==> src/rtl/dbgbp_pkg.sv <==
package dbgbp_pkg;

    localparam int NSLOT    = 4;
    localparam int AW       = 32;
    localparam int CW       = 32;
    localparam int KIND_SH  = 16;
    localparam int LEN_SH   = 18;
    localparam int SLOT_STR = 4;
    localparam int STEP_POS = 14;

    typedef enum logic [1:0] {
        BK_EXEC = 2'd0,
        BK_DWR  = 2'd1,
        BK_IO   = 2'd2,
        BK_DRW  = 2'd3
    } bp_kind_e;

    typedef struct packed {
        logic     en;
        bp_kind_e kind;
        logic [3:0] nbytes;
    } slot_cfg_t;

    typedef enum logic [1:0] {
        EV_NONE = 2'd0,
        EV_CHK  = 2'd1,
        EV_IO   = 2'd2,
        EV_STEP = 2'd3
    } ev_sel_e;

    function automatic logic [3:0] len_to_bytes(input logic [1:0] code);
        case (code)
            2'd0:    len_to_bytes = 4'd1;
            2'd1:    len_to_bytes = 4'd2;
            2'd2:    len_to_bytes = 4'd8;
            default: len_to_bytes = 4'd4;
        endcase
    endfunction

endpackage

==> src/rtl/dbgbp_decode.sv <==
module dbgbp_decode
    import dbgbp_pkg::*;
#(
    parameter int N = NSLOT
) (
    input  logic [CW-1:0]   ctrl,
    output slot_cfg_t       cfg [N]
);
    for (genvar i = 0; i < N; i++) begin : g_slot
        localparam int KPOS = KIND_SH + SLOT_STR * i;
        localparam int LPOS = LEN_SH + SLOT_STR * i;
        always_comb begin
            cfg[i].en     = ctrl[2*i] | ctrl[2*i+1];
            cfg[i].kind   = bp_kind_e'(ctrl[KPOS +: 2]);
            cfg[i].nbytes = len_to_bytes(ctrl[LPOS +: 2]);
        end
    end
endmodule

==> src/rtl/dbgbp_match.sv <==
module dbgbp_match
    import dbgbp_pkg::*;
#(
    parameter int N = NSLOT
) (
    input  slot_cfg_t            cfg [N],
    input  logic [N-1:0][AW-1:0] addr,
    input  logic [AW-1:0]        ip,
    input  logic [N-1:0]         watch,
    input  logic [AW-1:0]        port,
    input  logic [2:0]           size,
    output logic [N-1:0]         chk_match,
    output logic [N-1:0]         en_vec,
    output logic [N-1:0]         io_hit
);
    logic [AW:0] acc_lo, acc_hi;
    logic        size_ok;

    always_comb begin
        size_ok = (size != 3'd0);
        acc_lo  = {1'b0, port};
        acc_hi  = acc_lo + (AW+1)'(size) - (AW+1)'(1);
    end

    for (genvar i = 0; i < N; i++) begin : g_cmp
        logic [AW:0] win_lo, win_hi;
        always_comb begin
            win_lo    = {1'b0, addr[i]};
            win_hi    = win_lo + (AW+1)'(cfg[i].nbytes) - (AW+1)'(1);
            en_vec[i] = cfg[i].en;
            case (cfg[i].kind)
                BK_EXEC:        chk_match[i] = (addr[i] == ip);
                BK_DWR, BK_DRW: chk_match[i] = watch[i];
                default:        chk_match[i] = 1'b0;
            endcase
            io_hit[i] = cfg[i].en && (cfg[i].kind == BK_IO) && size_ok
                        && (acc_hi >= win_lo) && (acc_lo <= win_hi);
        end
    end
endmodule

==> src/rtl/dbgbp_status.sv <==
module dbgbp_status
    import dbgbp_pkg::*;
#(
    parameter int N = NSLOT
) (
    input  logic         clk,
    input  logic         rst,
    input  logic         chk_valid,
    input  logic         io_valid,
    input  logic         step_req,
    input  logic [N-1:0] chk_match,
    input  logic [N-1:0] en_vec,
    input  logic [N-1:0] io_hit,
    output logic [N-1:0] hits_q,
    output logic         step_q,
    output logic         exc_q
);
    ev_sel_e      sel;
    logic [N-1:0] hits_d;
    logic         step_d, exc_d;

    always_comb begin
        if (step_req)       sel = EV_STEP;
        else if (io_valid)  sel = EV_IO;
        else if (chk_valid) sel = EV_CHK;
        else                sel = EV_NONE;
    end

    always_comb begin
        hits_d = hits_q;
        step_d = step_q;
        exc_d  = 1'b0;
        case (sel)
            EV_STEP: begin
                hits_d = chk_match;
                step_d = 1'b1;
                exc_d  = 1'b1;
            end
            EV_IO: if (|io_hit) begin
                hits_d = io_hit;
                exc_d  = 1'b1;
            end
            EV_CHK: if (|(chk_match & en_vec)) begin
                hits_d = chk_match;
                exc_d  = 1'b1;
            end
            default: ;
        endcase
    end

    always_ff @(posedge clk) begin
        if (rst) begin
            hits_q <= '0;
            step_q <= 1'b0;
            exc_q  <= 1'b0;
        end else begin
            hits_q <= hits_d;
            step_q <= step_d;
            exc_q  <= exc_d;
        end
    end
endmodule

==> src/rtl/dbg_bp_unit.sv <==
module dbg_bp_unit
    import dbgbp_pkg::*;
(
    input  logic                     clk,
    input  logic                     rst,
    input  logic [NSLOT-1:0][AW-1:0] bp_addr,
    input  logic [CW-1:0]            bp_ctrl,
    input  logic                     chk_valid,
    input  logic [AW-1:0]            cur_ip,
    input  logic [NSLOT-1:0]         watch_hit,
    input  logic                     io_valid,
    input  logic [AW-1:0]            io_port,
    input  logic [2:0]               io_size,
    input  logic                     step_req,
    output logic [NSLOT-1:0]         stat_hits,
    output logic                     stat_step,
    output logic                     dbg_exc
);
    slot_cfg_t        cfg [NSLOT];
    logic [NSLOT-1:0] chk_match, en_vec, io_hit;

    dbgbp_decode #(.N(NSLOT)) u_dec (
        .ctrl (bp_ctrl),
        .cfg  (cfg)
    );

    dbgbp_match #(.N(NSLOT)) u_match (
        .cfg       (cfg),
        .addr      (bp_addr),
        .ip        (cur_ip),
        .watch     (watch_hit),
        .port      (io_port),
        .size      (io_size),
        .chk_match (chk_match),
        .en_vec    (en_vec),
        .io_hit    (io_hit)
    );

    dbgbp_status #(.N(NSLOT)) u_stat (
        .clk       (clk),
        .rst       (rst),
        .chk_valid (chk_valid),
        .io_valid  (io_valid),
        .step_req  (step_req),
        .chk_match (chk_match),
        .en_vec    (en_vec),
        .io_hit    (io_hit),
        .hits_q    (stat_hits),
        .step_q    (stat_step),
        .exc_q     (dbg_exc)
    );
endmodule

==> config.mk <==
export PLATFORM = sky130hd
export DESIGN_NAME = dbg_bp_unit
export DESIGN_NICKNAME = d
export VERILOG_FILES = /design/src/rtl/dbgbp_pkg.sv /design/src/rtl/dbgbp_decode.sv /design/src/rtl/dbgbp_match.sv /design/src/rtl/dbgbp_status.sv /design/src/rtl/dbg_bp_unit.sv
export SDC_FILE = /design/constraint.sdc
export NUM_CORES = 1
export LEC_CHECK = 0
export BUFFER_PORTS_ARGS = -buffer_cell sky130_fd_sc_hd__buf_2
export CORE_UTILIZATION = 45
export CTS_CLUSTER_SIZE = 30
export DETAILED_ROUTE_END_ITERATION = 10
export GPL_ROUTABILITY_DRIVEN = 0
export PLACE_DENSITY_LB_ADDON = 0.05
export SLEW_MARGIN = 40
export SYNTH_ARGS = -nofsm -noshare
export SYNTH_HDL_FRONTEND = slang
export SYNTH_SLANG_ARGS = --single-unit
==> constraint.sdc <==
create_clock -name clk -period 5.4 [get_ports clk]
set_input_delay 0 -clock clk [delete_from_list [all_inputs] [get_ports clk]]
set_output_delay 0 -clock clk [all_outputs]
set_load 0.005 [all_outputs]
After elaboration in Yosys (flattened, before gate mapping)
Cells that the tools add are included.
{"block": "classes", "n_addsub": 10, "n_lt_le_gt_ge": 8, "n_eq_ne": 29, "mux": 17, "bitwise_logic": 5, "n_reduce_logical": 33}
{"op": "subtractor 33 x 1 -> 33 bit, second input constant", "n": 5}
{"op": "adder 32 x 4 -> 33 bit", "n": 4}
{"op": ">= comparator 33 x 32 -> 1 bit", "n": 4}
{"op": "<= comparator 32 x 33 -> 1 bit", "n": 4}
{"op": "== test 32 bit", "n": 4}
{"op": "one-hot mux 4 bit (3 select lines)", "n": 5}
{"op": "adder 32 x 3 -> 33 bit", "n": 1}
{"op": "== test 2 bit, second input constant", "n": 14}
{"op": "== test 2 x 1 -> 1 bit, second input constant", "n": 9}
{"op": "logical AND 1 bit", "n": 16}
{"op": "logical NOT 2 bit", "n": 8}
{"op": "two-way mux 4 bit", "n": 2}
{"op": "one-hot mux 1 bit (2 select lines)", "n": 4}
{"op": "OR reduction 2 bit", "n": 4}
{"op": "OR reduction 4 bit", "n": 2}
{"op": "nonzero test 3 bit", "n": 2}
{"op": "bitwise AND 4 bit", "n": 1}
{"op": "two-way mux 2 bit", "n": 2}
{"op": "inequality test 2 x 1 -> 1 bit, second input constant", "n": 2}
{"op": "OR 1 bit", "n": 4}
{"op": "two-way mux 1 bit", "n": 3}
{"op": "one-hot mux 1 bit (3 select lines)", "n": 1}
{"op": "AND reduction 3 bit", "n": 1}
{"block": "totals", "ff_bits": 6, "inputBits": 236, "out_inout_bits": 6, "word_cells": 105}

Longest topological paths before layout
{"block": "logic_depth", "depth_word": 9, "mapped_depth": 28, "depth_no_buf": 28}

By module
A second synthesis with hierarchy kept.
{"block": "hier_totals", "hier_cells": 2125, "hier_area_um2": 15879.0}
{"module": "dbgbp_match", "n_inst": 1, "cells_each": 2063, "area_per_inst_um2": 15351.0, "seq_area_each_um2": 0.0}
{"module": "dbgbp_status", "n_inst": 1, "cells_each": 34, "area_per_inst_um2": 327.8, "seq_area_each_um2": 120.1}
{"module": "dbgbp_decode", "n_inst": 1, "cells_each": 28, "area_per_inst_um2": 200.2, "seq_area_each_um2": 0.0}

Worst setup path before layout
Ideal clock, no wire load.
{"block": "synth_path", "kind": "input -> register", "startpoint": "input port bp_ctrl[23]", "endpoint": "register u_stat.hits_q[0]", "setup_ps": 116, "arrival_ps": 5349, "required_ps": 5284, "slack_ps": -65, "stages": 27, "path_buffers": 0, "cell_sequence": "nand2b_1 -> ha_1 -> inv_1 -> ha_1 -> fa_1 -> a21o_1 -> a21oi_1 -> o21ai_1 -> a311o_1 -> o21a_1 -> a41oi_2 -> a2111oi_2 -> nor3_1 -> o41ai_1 -> a21oi_1 -> xor2_1 -> ha_1 -> a2111o_1 -> a221oi_1 -> o21ai_0 -> a2111oi_0 -> nor3_1 -> a21bo_2 -> nand2_1 -> o211ai_2 -> mux2_4 -> o211a_1"}
{"block": "synth_via", "elab_chain_len": 9, "elab_cells_between_ends": 11, "cone_classes": "add/sub (2); order compare (1); eq/ne (3); mux (1); reduce/logical (4)"}
{"element": "start, declared", "line": "dbg_bp_unit.sv:7", "text": "input logic [CW-1:0] bp_ctrl,"}
{"element": "== test 2 bit, or another cell as far along", "line": "dbgbp_pkg.sv:32", "text": "case (code)"}
{"element": "one-hot mux 4 bit (3 select lines) *", "line": "dbgbp_pkg.sv:32"}
{"element": "adder 32 x 4 -> 33 bit *", "line": "dbgbp_match.sv:29", "text": "win_hi = win_lo + (AW+1)'(cfg[i].nbytes) - (AW+1)'(1);"}
{"element": "subtractor 33 x 1 -> 33 bit *", "line": "dbgbp_match.sv:29"}
{"element": "<= comparator 32 x 33 -> 1 bit *", "line": "dbgbp_match.sv:37", "text": "&& (acc_hi >= win_lo) && (acc_lo <= win_hi);"}
{"element": "logical AND 1 bit *", "line": "dbgbp_match.sv:37"}
{"element": "OR reduction 4 bit *", "line": "dbgbp_status.sv:39", "text": "EV_IO: if (|io_hit) begin"}
{"element": "inequality test 2 x 1 -> 1 bit (no line) *"}
{"element": "AND reduction 3 bit (no line) *"}
{"element": "end signal, assigned", "line": "dbgbp_status.sv:57", "text": "hits_q <= hits_d;"}
{"element": "end, declared", "line": "dbgbp_status.sv:14", "text": "output logic [N-1:0] hits_q,"}
Mark *: on every way between the ends. The rest lies on a longest branch, timed or not.
A chain may end at the register's enable or synchronous reset.

Worst setup path after layout
{"block": "layout_path", "startpoint": "input port io_port[1]", "endpoint": "register u_stat.hits_q[0]"}
{"block": "layout_via", "elab_chain_len": 8, "elab_cells_between_ends": 23, "cone_classes": "add/sub (2); order compare (8); eq/ne (1); mux (2); reduce/logical (10)"}
{"element": "start, declared", "line": "dbg_bp_unit.sv:12", "text": "input logic [AW-1:0] io_port,"}
{"element": "adder 32 x 3 -> 33 bit", "line": "dbgbp_match.sv:22", "text": "acc_hi = acc_lo + (AW+1)'(size) - (AW+1)'(1);"}
{"element": "subtractor 33 x 1 -> 33 bit", "line": "dbgbp_match.sv:22"}
{"element": ">= comparator 33 x 32 -> 1 bit", "line": "dbgbp_match.sv:37"}
{"element": "logical AND 1 bit (2 in series)", "line": "dbgbp_match.sv:37"}
{"element": "OR reduction 4 bit", "line": "dbgbp_status.sv:39"}
{"element": "inequality test 2 x 1 -> 1 bit (no line)"}
{"element": "AND reduction 3 bit (no line)"}
Parallel ways exist; a longest one is shown, timed or not. The select of a mux whose other input is x is not followed.

==> results.cfg <==
[sta]
finalWorstSetupSlack_ps = -113.1
holdWs_ps = 52.86
max_slew_margin_pct = 39.61
slew_violations = 0
period_share_pct = 102.1
fmax_mhz = 181.4
grt_setup_unrepaired = yes
max_slew.worst_pin.slew_ps = 896.3
fin_skew_ps = 0
final-hold-violation-count = 0
setup_viol = 3
period_needed_ps = 5513

[critical_path]
worstPathRequired_ps = 5520
path_max_fanout = 3
critPathLaunchType = primary input
reg2reg_to = u_stat.hits_q[0]$_SDFFE_PP0P_
r2r_cells = 2
critPathSlowestCell = o41ai_4
r2r-start = u_stat.hits_q[0]$_SDFFE_PP0P_
ff2ff_setup_slack_ps = 4450
max_stage_delay_ps = 450
worstPathArrival_ps = 5640
crit_path_end_kind = flip-flop
path_class = primary input to flip-flop

[cts]
cts-root-buf = clkbuf_16
cts_hold_buf = 0
clk_pin_slew_worst_paths_ps = 40
insertion_delay_ps = 240
htree_levels = 1
cts.sinks = 6
cts_tree = done
cts_made_buffers = 3
clock_path_buffers = 2

[global_route]
grt_pass1_wl_microns = 94470
antenna_found_initial = 1
grt_max_degree = 10
grt_util_all_layers_pct = 34.76
gr-total-overflow = 0
grt_pass1_vias = 16320

[power]
combPwrFrac_pct = 94.4
switching_power_w = 0.001750
ir_worst_vdd_mv = 0.08843
intPower_w = 0.001480
p_clk_share_pct = 3.9
leakage_nw = 10.13
p_per_area_nw_per_um2 = 167.0
p_seq_share_pct = 1.6
swShare_pct = 54.18

[floorplanning]
die-width_microns = 190
die_h_microns = 190
core.rowCount = 68
dieArea_sq_um = 36100
core_area_sq_um = 34630
initial_core_util_pct = 45.93
ios = 242

[logic_synthesis]
yosysWarnings = 0
async_flop_share_pct = 0
ys_types = 80
syn-num-nets = 2801
ys.flop_type = dfxtp_1
syn_area_sq_um = 15910
ys_seq_elements = 6
netlist_instances = 2130
synth_edf_count = 0
yosysSeqAreaShare_pct = 0.7552
avgSynthCellArea_sq_um = 7.467

[layout]
mostFrequentLayoutCells = ha_1 (423), inv_1 (245), buf_2 (232), a21oi_1 (181), xnor2_1 (176)
final_area_sq_um = 19330
drive_above_1_share_pct = 19.82
final_util_pct = 55.84
n_antenna_cell = 0
final_common_cell = ha_1
area_growth_pct = 21.56
finalNetCount = 3191

[drt]
routedWlPerCell_microns = 21.87
drcViolationCount = 0
detail_route.iter0.violations = 1415
via_per_inst = 5.920
wirelength_microns = 65010
first_pass_iters = 8
antenna_left = 0
vias = 17600

[placed_design]
dpl.hpwl_microns = 58050
dpl_cell_area_sq_um = 18760
port_buffers = 233

[hold_path]
min-delay-path-class = primary input to flip-flop
hold_end = u_stat.step_q$_SDFFE_PP0P_
hold_depth = 3
hold_start = step_req

[status]
violations = negative setup slack
status = finished with violations

[run]
maxCapViolCount = 0
## worst max path at each step
stage	endpoint	from	slack [ps]	depth (start not counted)
after floorplan	u_stat.hits_q[1]$_SDFFE_PP0P_	io_port[1]	10	27
after global placement	u_stat.hits_q[0]$_SDFFE_PP0P_	io_port[1]	-820	30
after detailed placement	u_stat.hits_q[0]$_SDFFE_PP0P_	io_port[1]	-760	30
after CTS	u_stat.hits_q[0]$_SDFFE_PP0P_	bp_ctrl[31]	-50	30
after global routing	u_stat.hits_q[0]$_SDFFE_PP0P_	bp_ctrl[31]	-290	29
final	u_stat.hits_q[0]$_SDFFE_PP0P_	io_port[1]	-110	30
## critical path, delay by kind of cell
kind	cells	cell delay, ps
fa+ha+maj	4	1050
mux	1	320
simple gates	4	660
xor+xnor	1	80
compound gates	14	2800
buf+inv	6	680
## cells in the mapped netlist (7+ instances only)
library cell / number / share of area (%)
a21o_1: 121 / 5.7
clkbuf_1: 24 / 0.57
nor3_1: 54 / 1.7
o21bai_1: 16 / 0.76
a31oi_1: 10 / 0.39
or3_1: 15 / 0.59
nor4_1: 16 / 0.63
a211o_1: 12 / 0.66
o21ai_0: 85 / 2.7
o21a_1: 25 / 1.2
nor2_1: 121 / 2.9
a21oi_1: 192 / 6.0
o211ai_1: 21 / 0.99
and3_1: 18 / 0.71
nand2_1: 99 / 2.3
nand4_1: 87 / 3.4
xnor2_1: 178 / 9.8
o31ai_1: 7 / 0.33
nor2b_1: 20 / 0.79
nand2b_1: 32 / 1.3
nand3_1: 36 / 1.1
a211oi_1: 27 / 1.3
xor2_1: 86 / 4.7
ha_1: 430 / 34
inv_1: 247 / 5.8
## cell families after synthesis
family	Yosys count	share of synthesized area (%)
compound gates	615	26.32
simple gates	533	17.09
fa+ha+maj	435	34.46
buf+inv	271	6.396
xor+xnor	264	14.54
mux	6	0.4484
flops	6	0.7552
## sequential cells by signal (all words and copies together) (netlist names)
| signal | cells |
|---|---|
| u_stat.exc_q | 1 |
| u_stat.hits_q | 4 |
| u_stat.step_q | 1 |
## per-stage QoR
step	TNS (ps)	total power, W	setup slack [ps]	instances
2_1_floorplan	0	0.001900	12.96	2130
3_3_place_gp	-3523	0.002853	-820.3	2955
3_5_place_dp	-3210	0.002908	-758.8	2955
4_1_cts	-48.60	0.003099	-47.33	2964
5_1_grt	-1180	0.003538	-290.2	2973
6_report	-148.1	0.003229	-113.1	2973
## layer usage
metal  share of wire, %  wire, microns  track usage [%]  vias up
met5                  0              0                0        -
met4                3.5           2269            11.17        0
met3                8.1           5286            4.981      126
met2                 45          29210            57.79      721
met1                 43          28250            45.76     8154
li1                   -              -                -     8599
## layout make-up
class | count | area [sq um]
Timing Repair Buffer | 409 | 2501
Inverter | 247 | 927.1
Tap cell | 455 | 569.3
Sequential cell | 6 | 120.1
Fill cell | 3392 | 15290
Clock buffer | 3 | 75.07
Multi-Input combinational cell | 1853 | 15140
## power groups by stage
stage,logic [W],registers [W],clock network [W]
detailed placement,0.00285,0.0000536,0
CTS,0.00292,0.0000529,0.000126
floorplan,0.00185,0.0000522,0
global route,0.00336,0.0000532,0.000128
finish,0.00305,0.0000531,0.000126
global placement,0.00280,0.0000536,0
## what timing repair did
item | CTS | global route
hold endpoints to repair | 0 | 0
gates resized for setup | 31 | 41
setup buffers | 6 | 10
setup endpoints to repair | 5 | 5
pin swaps | 38 | 47
Note: power is estimated with default switching activity, not from simulation.
